`config.mk`:
```
export PLATFORM = sky130hd
export DESIGN_NAME = l2_flush_engine
export DESIGN_NICKNAME = d
export VERILOG_FILES = /design/src/rtl/l2fl_pkg.sv /design/src/rtl/l2fl_regs.sv /design/src/rtl/l2fl_pick.sv /design/src/rtl/l2fl_match.sv /design/src/rtl/l2fl_table.sv /design/src/rtl/l2_flush_engine.sv
export SDC_FILE = /design/constraint.sdc
export NUM_CORES = 1
export LEC_CHECK = 0
export CAP_MARGIN = 30
export CORE_MARGIN = 5
export CORE_UTILIZATION = 40
export DETAILED_ROUTE_END_ITERATION = 16
export GPL_TIMING_DRIVEN = 0
export MAX_ROUTING_LAYER = met4
export SLEW_MARGIN = 20
export SYNTH_ARGS = -nofsm -noshare
export SYNTH_HDL_FRONTEND = slang
export SYNTH_HIERARCHICAL = 1
export SYNTH_SLANG_ARGS = --single-unit
```
`constraint.sdc`:
```
create_clock -name clk -period 8.1 [get_ports clk]
set_clock_uncertainty 0.2 [all_clocks]
set_input_delay 0.81 -clock clk [delete_from_list [all_inputs] [get_ports clk]]
set_output_delay 0.81 -clock clk [all_outputs]
set_load 0.01 [all_outputs]
```
`src/rtl/l2fl_pkg.sv`:
```
package l2fl_pkg;
   localparam int VID_W  = 12;
   localparam int FID_W  = 4;
   localparam int PORT_W = 4;
   localparam int DATA_W = 16;
   localparam int ADDR_W = 3;
   localparam int MAIN_PORTS = 8;
   localparam int EXT_PORTS  = 3;
   localparam int MAX_PORTS  = MAIN_PORTS + EXT_PORTS;

   localparam logic [ADDR_W-1:0] A_PORT = 3'd0;
   localparam logic [ADDR_W-1:0] A_EXT  = 3'd1;
   localparam logic [ADDR_W-1:0] A_SEL  = 3'd2;
   localparam logic [ADDR_W-1:0] A_CFG  = 3'd3;
   localparam logic [ADDR_W-1:0] A_ALL  = 3'd4;

   typedef enum logic [1:0] {
      MODE_PORT     = 2'd0,
      MODE_PORT_VID = 2'd1,
      MODE_PORT_FID = 2'd2,
      MODE_RSVD     = 2'd3
   } flush_mode_e;

   typedef struct packed {
      logic              valid;
      logic              mcast;
      logic              stat;
      logic [PORT_W-1:0] port;
      logic [VID_W-1:0]  vid;
      logic [FID_W-1:0]  fid;
   } l2_entry_t;
endpackage

```
`src/rtl/l2fl_regs.sv`:
```
module l2fl_regs
   import l2fl_pkg::*;
#(
   parameter int NUM_PORTS = 11
) (
   input  logic                 clk,
   input  logic                 rst_n,
   input  logic                 bus_we,
   input  logic [ADDR_W-1:0]    bus_addr,
   input  logic [DATA_W-1:0]    bus_wdata,
   output logic [DATA_W-1:0]    bus_rdata,
   input  logic [NUM_PORTS-1:0] done_mask,
   input  logic                 full_done,
   output logic [NUM_PORTS-1:0] busy,
   output logic                 full_busy,
   output logic [VID_W-1:0]     sel_vid,
   output logic [FID_W-1:0]     sel_fid,
   output flush_mode_e          cfg_mode,
   output logic                 cfg_both
);
   logic                 wr_port, wr_ext, wr_sel, wr_cfg, wr_all;
   logic [NUM_PORTS-1:0] trig;
   logic [MAIN_PORTS-1:0] busy_lo;
   logic [EXT_PORTS-1:0]  busy_hi;

   assign wr_port = bus_we && (bus_addr == A_PORT);
   assign wr_ext  = bus_we && (bus_addr == A_EXT);
   assign wr_sel  = bus_we && (bus_addr == A_SEL);
   assign wr_cfg  = bus_we && (bus_addr == A_CFG);
   assign wr_all  = bus_we && (bus_addr == A_ALL);

   for (genvar p = 0; p < NUM_PORTS; p++) begin : g_trig
      if (p < MAIN_PORTS) begin : g_main
         assign trig[p] = wr_port && bus_wdata[p];
      end else begin : g_ext
         assign trig[p] = wr_ext && bus_wdata[p-MAIN_PORTS];
      end
   end

   for (genvar i = 0; i < MAIN_PORTS; i++) begin : g_lo
      if (i < NUM_PORTS) begin : g_on
         assign busy_lo[i] = busy[i];
      end else begin : g_off
         assign busy_lo[i] = 1'b0;
      end
   end

   for (genvar i = 0; i < EXT_PORTS; i++) begin : g_hi
      if (i + MAIN_PORTS < NUM_PORTS) begin : g_on
         assign busy_hi[i] = busy[i+MAIN_PORTS];
      end else begin : g_off
         assign busy_hi[i] = 1'b0;
      end
   end

   always_ff @(posedge clk or negedge rst_n) begin
      if (!rst_n) begin
         busy      <= '0;
         full_busy <= 1'b0;
         sel_vid   <= '0;
         sel_fid   <= '0;
         cfg_mode  <= MODE_PORT;
         cfg_both  <= 1'b0;
      end else begin
         busy <= (busy & ~done_mask) | trig;
         if (wr_all && bus_wdata[0]) begin
            full_busy <= 1'b1;
         end else if (full_done) begin
            full_busy <= 1'b0;
         end
         if (wr_sel) begin
            sel_vid <= bus_wdata[VID_W-1:0];
            sel_fid <= bus_wdata[VID_W +: FID_W];
         end
         if (wr_cfg) begin
            cfg_mode <= flush_mode_e'(bus_wdata[1:0]);
            cfg_both <= bus_wdata[2];
         end
      end
   end

   always_comb begin
      bus_rdata = '0;
      case (bus_addr)
         A_PORT:  bus_rdata = {busy_lo, {MAIN_PORTS{1'b0}}};
         A_EXT:   bus_rdata = {{(DATA_W-2*EXT_PORTS){1'b0}}, busy_hi, {EXT_PORTS{1'b0}}};
         A_SEL:   bus_rdata = {sel_fid, sel_vid};
         A_CFG:   bus_rdata = {{(DATA_W-3){1'b0}}, cfg_both, cfg_mode};
         A_ALL:   bus_rdata = {{(DATA_W-1){1'b0}}, full_busy};
         default: bus_rdata = '0;
      endcase
   end
endmodule

```
`src/rtl/l2fl_pick.sv`:
```
module l2fl_pick
   import l2fl_pkg::*;
#(
   parameter int NUM_PORTS = 11
) (
   input  logic [NUM_PORTS-1:0] req,
   output logic [PORT_W-1:0]    first
);
   always_comb begin
      first = '0;
      for (int i = NUM_PORTS - 1; i >= 0; i--) begin
         if (req[i]) first = PORT_W'(i);
      end
   end
endmodule

```
`src/rtl/l2fl_match.sv`:
```
module l2fl_match
   import l2fl_pkg::*;
(
   input  l2_entry_t          entry,
   input  logic [PORT_W-1:0]  port,
   input  flush_mode_e        mode,
   input  logic               both,
   input  logic [VID_W-1:0]   vid,
   input  logic [FID_W-1:0]   fid,
   output logic               hit
);
   logic base_ok, key_ok;

   assign base_ok = entry.valid && !entry.mcast && (entry.port == port)
                    && (both || !entry.stat);

   always_comb begin
      case (mode)
         MODE_PORT_VID: key_ok = (entry.vid == vid);
         MODE_PORT_FID: key_ok = (entry.fid == fid);
         default:       key_ok = 1'b1;
      endcase
   end

   assign hit = base_ok && key_ok;
endmodule

```
`src/rtl/l2fl_table.sv`:
```
module l2fl_table
   import l2fl_pkg::*;
#(
   parameter int DEPTH = 32,
   localparam int IDX_W = $clog2(DEPTH)
) (
   input  logic             clk,
   input  logic             rst_n,
   input  logic             wr_en,
   input  logic [IDX_W-1:0] wr_idx,
   input  l2_entry_t        wr_entry,
   input  logic             clr_en,
   input  logic [IDX_W-1:0] clr_idx,
   input  logic [IDX_W-1:0] scan_idx,
   output l2_entry_t        scan_entry,
   input  logic [IDX_W-1:0] rd_idx,
   output logic             rd_valid
);
   l2_entry_t mem [DEPTH];

   always_ff @(posedge clk or negedge rst_n) begin
      if (!rst_n) begin
         for (int i = 0; i < DEPTH; i++) mem[i] <= '0;
      end else begin
         if (clr_en) mem[clr_idx].valid <= 1'b0;
         if (wr_en)  mem[wr_idx] <= wr_entry;
      end
   end

   assign scan_entry = mem[scan_idx];
   assign rd_valid   = mem[rd_idx].valid;
endmodule

```
`src/rtl/l2_flush_engine.sv`:
```
module l2_flush_engine
   import l2fl_pkg::*;
#(
   parameter int NUM_PORTS = 11,
   parameter int DEPTH     = 32,
   localparam int IDX_W    = $clog2(DEPTH)
) (
   input  logic                 clk,
   input  logic                 rst_n,
   input  logic                 bus_we,
   input  logic [2:0]           bus_addr,
   input  logic [15:0]          bus_wdata,
   output logic [15:0]          bus_rdata,
   input  logic                 tbl_we,
   input  logic [IDX_W-1:0]     tbl_widx,
   input  logic                 tbl_wvalid,
   input  logic                 tbl_wmcast,
   input  logic                 tbl_wstatic,
   input  logic [3:0]           tbl_wport,
   input  logic [11:0]          tbl_wvid,
   input  logic [3:0]           tbl_wfid,
   input  logic [IDX_W-1:0]     tbl_ridx,
   output logic                 tbl_rvalid
);
   if (NUM_PORTS < 1 || NUM_PORTS > MAX_PORTS) begin : g_bad_ports
      $error("NUM_PORTS must lie in 1..%0d", MAX_PORTS);
   end
   if (DEPTH < 2) begin : g_bad_depth
      $error("DEPTH must be at least 2");
   end

   typedef enum logic {ST_IDLE, ST_SCAN} state_e;

   state_e               state;
   logic                 scan_full;
   logic [PORT_W-1:0]    cur_port;
   logic [IDX_W-1:0]     idx;
   flush_mode_e          mode_l;
   logic                 both_l;
   logic [VID_W-1:0]     vid_l;
   logic [FID_W-1:0]     fid_l;

   logic [NUM_PORTS-1:0] busy, done_mask;
   logic                 full_busy, full_done;
   logic [VID_W-1:0]     sel_vid;
   logic [FID_W-1:0]     sel_fid;
   flush_mode_e          cfg_mode;
   logic                 cfg_both;
   logic [PORT_W-1:0]    next_port;
   l2_entry_t            scan_entry, wr_entry;
   logic                 hit, scan_act, scan_last, clr_en;

   l2fl_regs #(.NUM_PORTS(NUM_PORTS)) u_regs (
      .clk(clk), .rst_n(rst_n),
      .bus_we(bus_we), .bus_addr(bus_addr), .bus_wdata(bus_wdata),
      .bus_rdata(bus_rdata),
      .done_mask(done_mask), .full_done(full_done),
      .busy(busy), .full_busy(full_busy),
      .sel_vid(sel_vid), .sel_fid(sel_fid),
      .cfg_mode(cfg_mode), .cfg_both(cfg_both)
   );

   l2fl_pick #(.NUM_PORTS(NUM_PORTS)) u_pick (
      .req(busy), .first(next_port)
   );

   l2fl_match u_match (
      .entry(scan_entry), .port(cur_port), .mode(mode_l), .both(both_l),
      .vid(vid_l), .fid(fid_l), .hit(hit)
   );

   assign wr_entry = '{valid: tbl_wvalid, mcast: tbl_wmcast, stat: tbl_wstatic,
                       port: tbl_wport, vid: tbl_wvid, fid: tbl_wfid};

   l2fl_table #(.DEPTH(DEPTH)) u_table (
      .clk(clk), .rst_n(rst_n),
      .wr_en(tbl_we), .wr_idx(tbl_widx), .wr_entry(wr_entry),
      .clr_en(clr_en), .clr_idx(idx),
      .scan_idx(idx), .scan_entry(scan_entry),
      .rd_idx(tbl_ridx), .rd_valid(tbl_rvalid)
   );

   assign scan_act  = (state == ST_SCAN);
   assign scan_last = scan_act && (idx == IDX_W'(DEPTH - 1));
   assign clr_en    = scan_act && (scan_full ? scan_entry.valid : hit);
   assign full_done = scan_last && scan_full;

   for (genvar p = 0; p < NUM_PORTS; p++) begin : g_done
      assign done_mask[p] = scan_last && !scan_full && (cur_port == PORT_W'(p));
   end

   always_ff @(posedge clk or negedge rst_n) begin
      if (!rst_n) begin
         state     <= ST_IDLE;
         scan_full <= 1'b0;
         cur_port  <= '0;
         idx       <= '0;
         mode_l    <= MODE_PORT;
         both_l    <= 1'b0;
         vid_l     <= '0;
         fid_l     <= '0;
      end else begin
         case (state)
            ST_IDLE: begin
               idx <= '0;
               if (full_busy) begin
                  state     <= ST_SCAN;
                  scan_full <= 1'b1;
               end else if (|busy) begin
                  state     <= ST_SCAN;
                  scan_full <= 1'b0;
                  cur_port  <= next_port;
                  mode_l    <= cfg_mode;
                  both_l    <= cfg_both;
                  vid_l     <= sel_vid;
                  fid_l     <= sel_fid;
               end
            end
            default: begin
               if (scan_last) begin
                  state <= ST_IDLE;
                  idx   <= '0;
               end else begin
                  idx <= idx + 1'b1;
               end
            end
         endcase
      end
   end
endmodule

```
==> metrics.txt <==
Synth area leader dfrtp_1; Reg area 19900 sq um; Pre-antenna DRT Iters 5; DR iter-0 viols 2016; busiest metal layer after global routing met2; syn_area_per_cell about 13 sq um; root buf cell clkbuf_16; Worst slew margin 30.5%; Logic pwr share between 10% and 20%; Via Count ~25000; layout cells sized above 1 31.9%; #FFs+latches synth ~800; Core ar. 94700 sq um; R2R setup slack ~1.8 ns; cts bufs inserted 85; CP Capture Type register; WP data required 8.40 ns; Worst Slack Setup Final 1.82 ns; max incr delay on CP 0.58 ns; final hold vios 0; TritonCTS clock tree done; die width around 320 um; count of distinct cell types in the synthesized netlist 64; top cells by count, synth 797 x dfrtp_1, 638 x mux2_2, 396 x mux2i_1; Crit-path slowest cell clkbuf_1; Clock power frac 36.5%; nets approximately 3100; share of the synthesized area in the top cell type between 50% and 60%; vias in the first global route around 26000; Ports 73; Total GRT Usage 23.1%; Post-Route Utilization between 40% and 50%; share of power burned in registers approximately half; EDFF count, synth 0; Switching Share 25.6%; startpoint types register; Row Count roughly 110; synthesized net count roughly 2900; largest net degree at the start of global routing between 100 and 150; Slew Viols, Final 0; DR DRC count 0; Filler cells 8538; final setup violation count 0; crit path kind register to register; Routed Antenna Nets 0; GRT Residual Overflow 0; fmax 0.159 GHz; pwr dens 244 nW/um^2; worst-path fanout max 11; worst slack at placement 1.98 ns; Power Internal ~7.9 mW; Final Critical Period around 6.3 ns; R2R Path Start idx[3]; R2R Path End u_table/mem[643]; area delta synth->final 13.9%; Syn. warnings 6; WHS Endpoint u_table/mem[448]; sum of negative setup slack 0 ns; area occupied by multi-input gates approximately 17000 sq um; Tot Pwr approximately 11 mW; RSZ-0062 raised after global routing no; clock latency on the worst-skew pair about 0.66 ns; per-cell routed wire length ~26 um; grt met2 use around 36%; clk slew on worst S/H paths 0.06 ns; chip height between 300 and 400 um; total wire length around 120000 um; hold path start u_table/mem[448]; Least-Margin Pin Slew about 1.0 ns; antenna violations before repair 2; R2R depth 17; Mapped Area ~38000 sq um; Seq/Total Area, Yosys between 50% and 60%; switching power approximately 2.7 mW; CP cell instances buf_2 > or2_2 > clkbuf_1 > clkbuf_1 > nor3_1 > a31oi_1 > nand3_1 > xnor2_1 > nand4_1 > or4_1 > a21oi_1 > mux2i_1 > nor2b_1 > or3b_2 > clkbuf_1 > o211ai_1 > o21ai_0; synthesized netlist cell count between 2000 and 3000; Final HPWL DP about 88000 um; status finished, final reports clean; most common cell in the netlist dfrtp_1; global-route wire length before repair between 150000 and 200000 um; Hold Crit Class register to register; worst path arrival time approximately 6.6 ns; Port Buffers between 60 and 70; synth top area cells dfrtp_1 52%, mux2_2 19%, mux2i_1 10%; Final period util 77.5%; post-CTS setup buffer count 0; die area 101000 sq um; WHS Path Cells 1; GR Util met1 a little under a third; met3 Use GR between 2 and 3%; ys flop type dfrtp_1; H-tree depth 3; Avg Vias per Cell 5.62; max cap viols 0; most used cell, CP clkbuf_1; leakage roughly 21 nW; async set-reset flop share out of synthesis 100%; Max VDD drop 0.185 mV; clk sink count between 700 and 800; global placement routability congestion around 0.96; CTS Buffer Depth 3; Initial Util 40.2%
==> placed cells by master (no fill, tap or decap), types with 13 or more instances in the layout <==
cell type          n
dfrtp_1          797
mux2_2           638
mux2i_1          396
clkbuf_1         129
a22oi_1           96
mux2_1            88
clkbuf_16         87
buf_2             81
nand2_1           77
clkdlybuf4s50_1   64
nand3_1           55
a22o_1            54
a21oi_1           53
o21ai_0           48
nor2_1            28
nor3_1            28
nand4_1           27
buf_6             26
buf_4             26
a31oi_1           24
inv_1             21
clkbuf_8          21
mux2_4            20
xnor2_1           17
o211ai_1          17
clkinv_2          14
nand3b_1          13
nand2_2           13
==> logic make-up after synthesis <==
logic type	synth area share [%]
DFF	52.4
adders and majority gates	0.131
buffers and inverters	3.65
muxes	32.7
and+or+nand+nor	5.15
xor gates and xnor gates	0.506
AOI/OAI and AO/OA	5.51
==> sequential cells by signal (all words and copies together), names as in the netlist, 2 cells and up <==
signal / count
cur_port: 4
fid_l: 4
idx: 5
mode_l: 2
u_regs/busy: 11
u_regs/cfg_mode: 2
u_regs/sel_fid: 4
u_regs/sel_vid: 12
u_table/mem: 736
vid_l: 12
==> power groups by stage <==
stage | registers (mW) | clock network [mW] | logic (mW)
2_1_floorplan | 5.10 | 0 | 1.10
3_3_place_gp | 5.23 | 0 | 1.44
3_5_place_dp | 5.25 | 0 | 1.52
4_1_cts | 5.18 | 3.95 | 1.53
5_1_grt | 5.27 | 4.12 | 1.67
6_report | 5.19 | 3.85 | 1.52
==> worst max-delay path by stage <==
stage	from	end	slack [ns]	depth (start not counted)
after floorplan	idx[1]	u_table/mem[551]	4.13	18
after global placement	rst_n	u_table/mem[586]	-27.82	1
after detailed placement	idx[3]	u_table/mem[367]	1.98	17
after CTS	idx[3]	u_table/mem[643]	1.95	17
after global routing	idx[3]	u_table/mem[643]	1.70	17
final	idx[3]	u_table/mem[643]	1.82	17
==> routing by layer <==
layer | part of all wire, % | wire length [um]
met5 | 0 | 0
met4 | 2.7 | 3130
met1 | 45 | 51700
met2 | 47 | 54600
met3 | 5.2 | 6020
==> timing repair <==
item / in CTS / in global routing
endpoints found under the hold margin: 42 / 0
resized for setup: 0 / 0
setup endpoints to repair: 0 / 0
hold buffers: 1 / 0
==> final cells by class <==
cell class	instances	area share [%]
Inverter	21	0.182
Clock buffer	129	5.87
Antenna cell	3	0.0173
Buffer	248	3.02
Sequential cell	797	46.0
Clock inverter	23	0.519
Multi-Input combinational cell	1793	38.6
Timing Repair Buffer	78	2.19
Tap cell	1265	3.65
==> stage by stage <==
step / hold slack (ns) / instance area (sq um) / cells
2_1_floorplan: 0.257 / 38100 / 2859
3_3_place_gp: 0.266 / 40300 / 4189
3_5_place_dp: 0.274 / 40600 / 4201
4_1_cts: 0.286 / 43400 / 4354
5_1_grt: 0.294 / 43400 / 4354
6_report: 0.283 / 43400 / 4357
==> worst max-delay path: cells and delay by family, from the launching register on <==
| kind | cells | cell delay (ns) |
|---|---|---|
| AO/OA/AOI/OAI | 4 | 1.04 |
| XOR/XNOR | 1 | 0.28 |
| buffers and inverters | 4 | 1.64 |
| flip-flops | 1 | 0.57 |
| multiplexers | 1 | 0.09 |
| AND/OR/NAND/NOR | 7 | 2.27 |
Note: power is estimated with default switching activity, not from simulation.
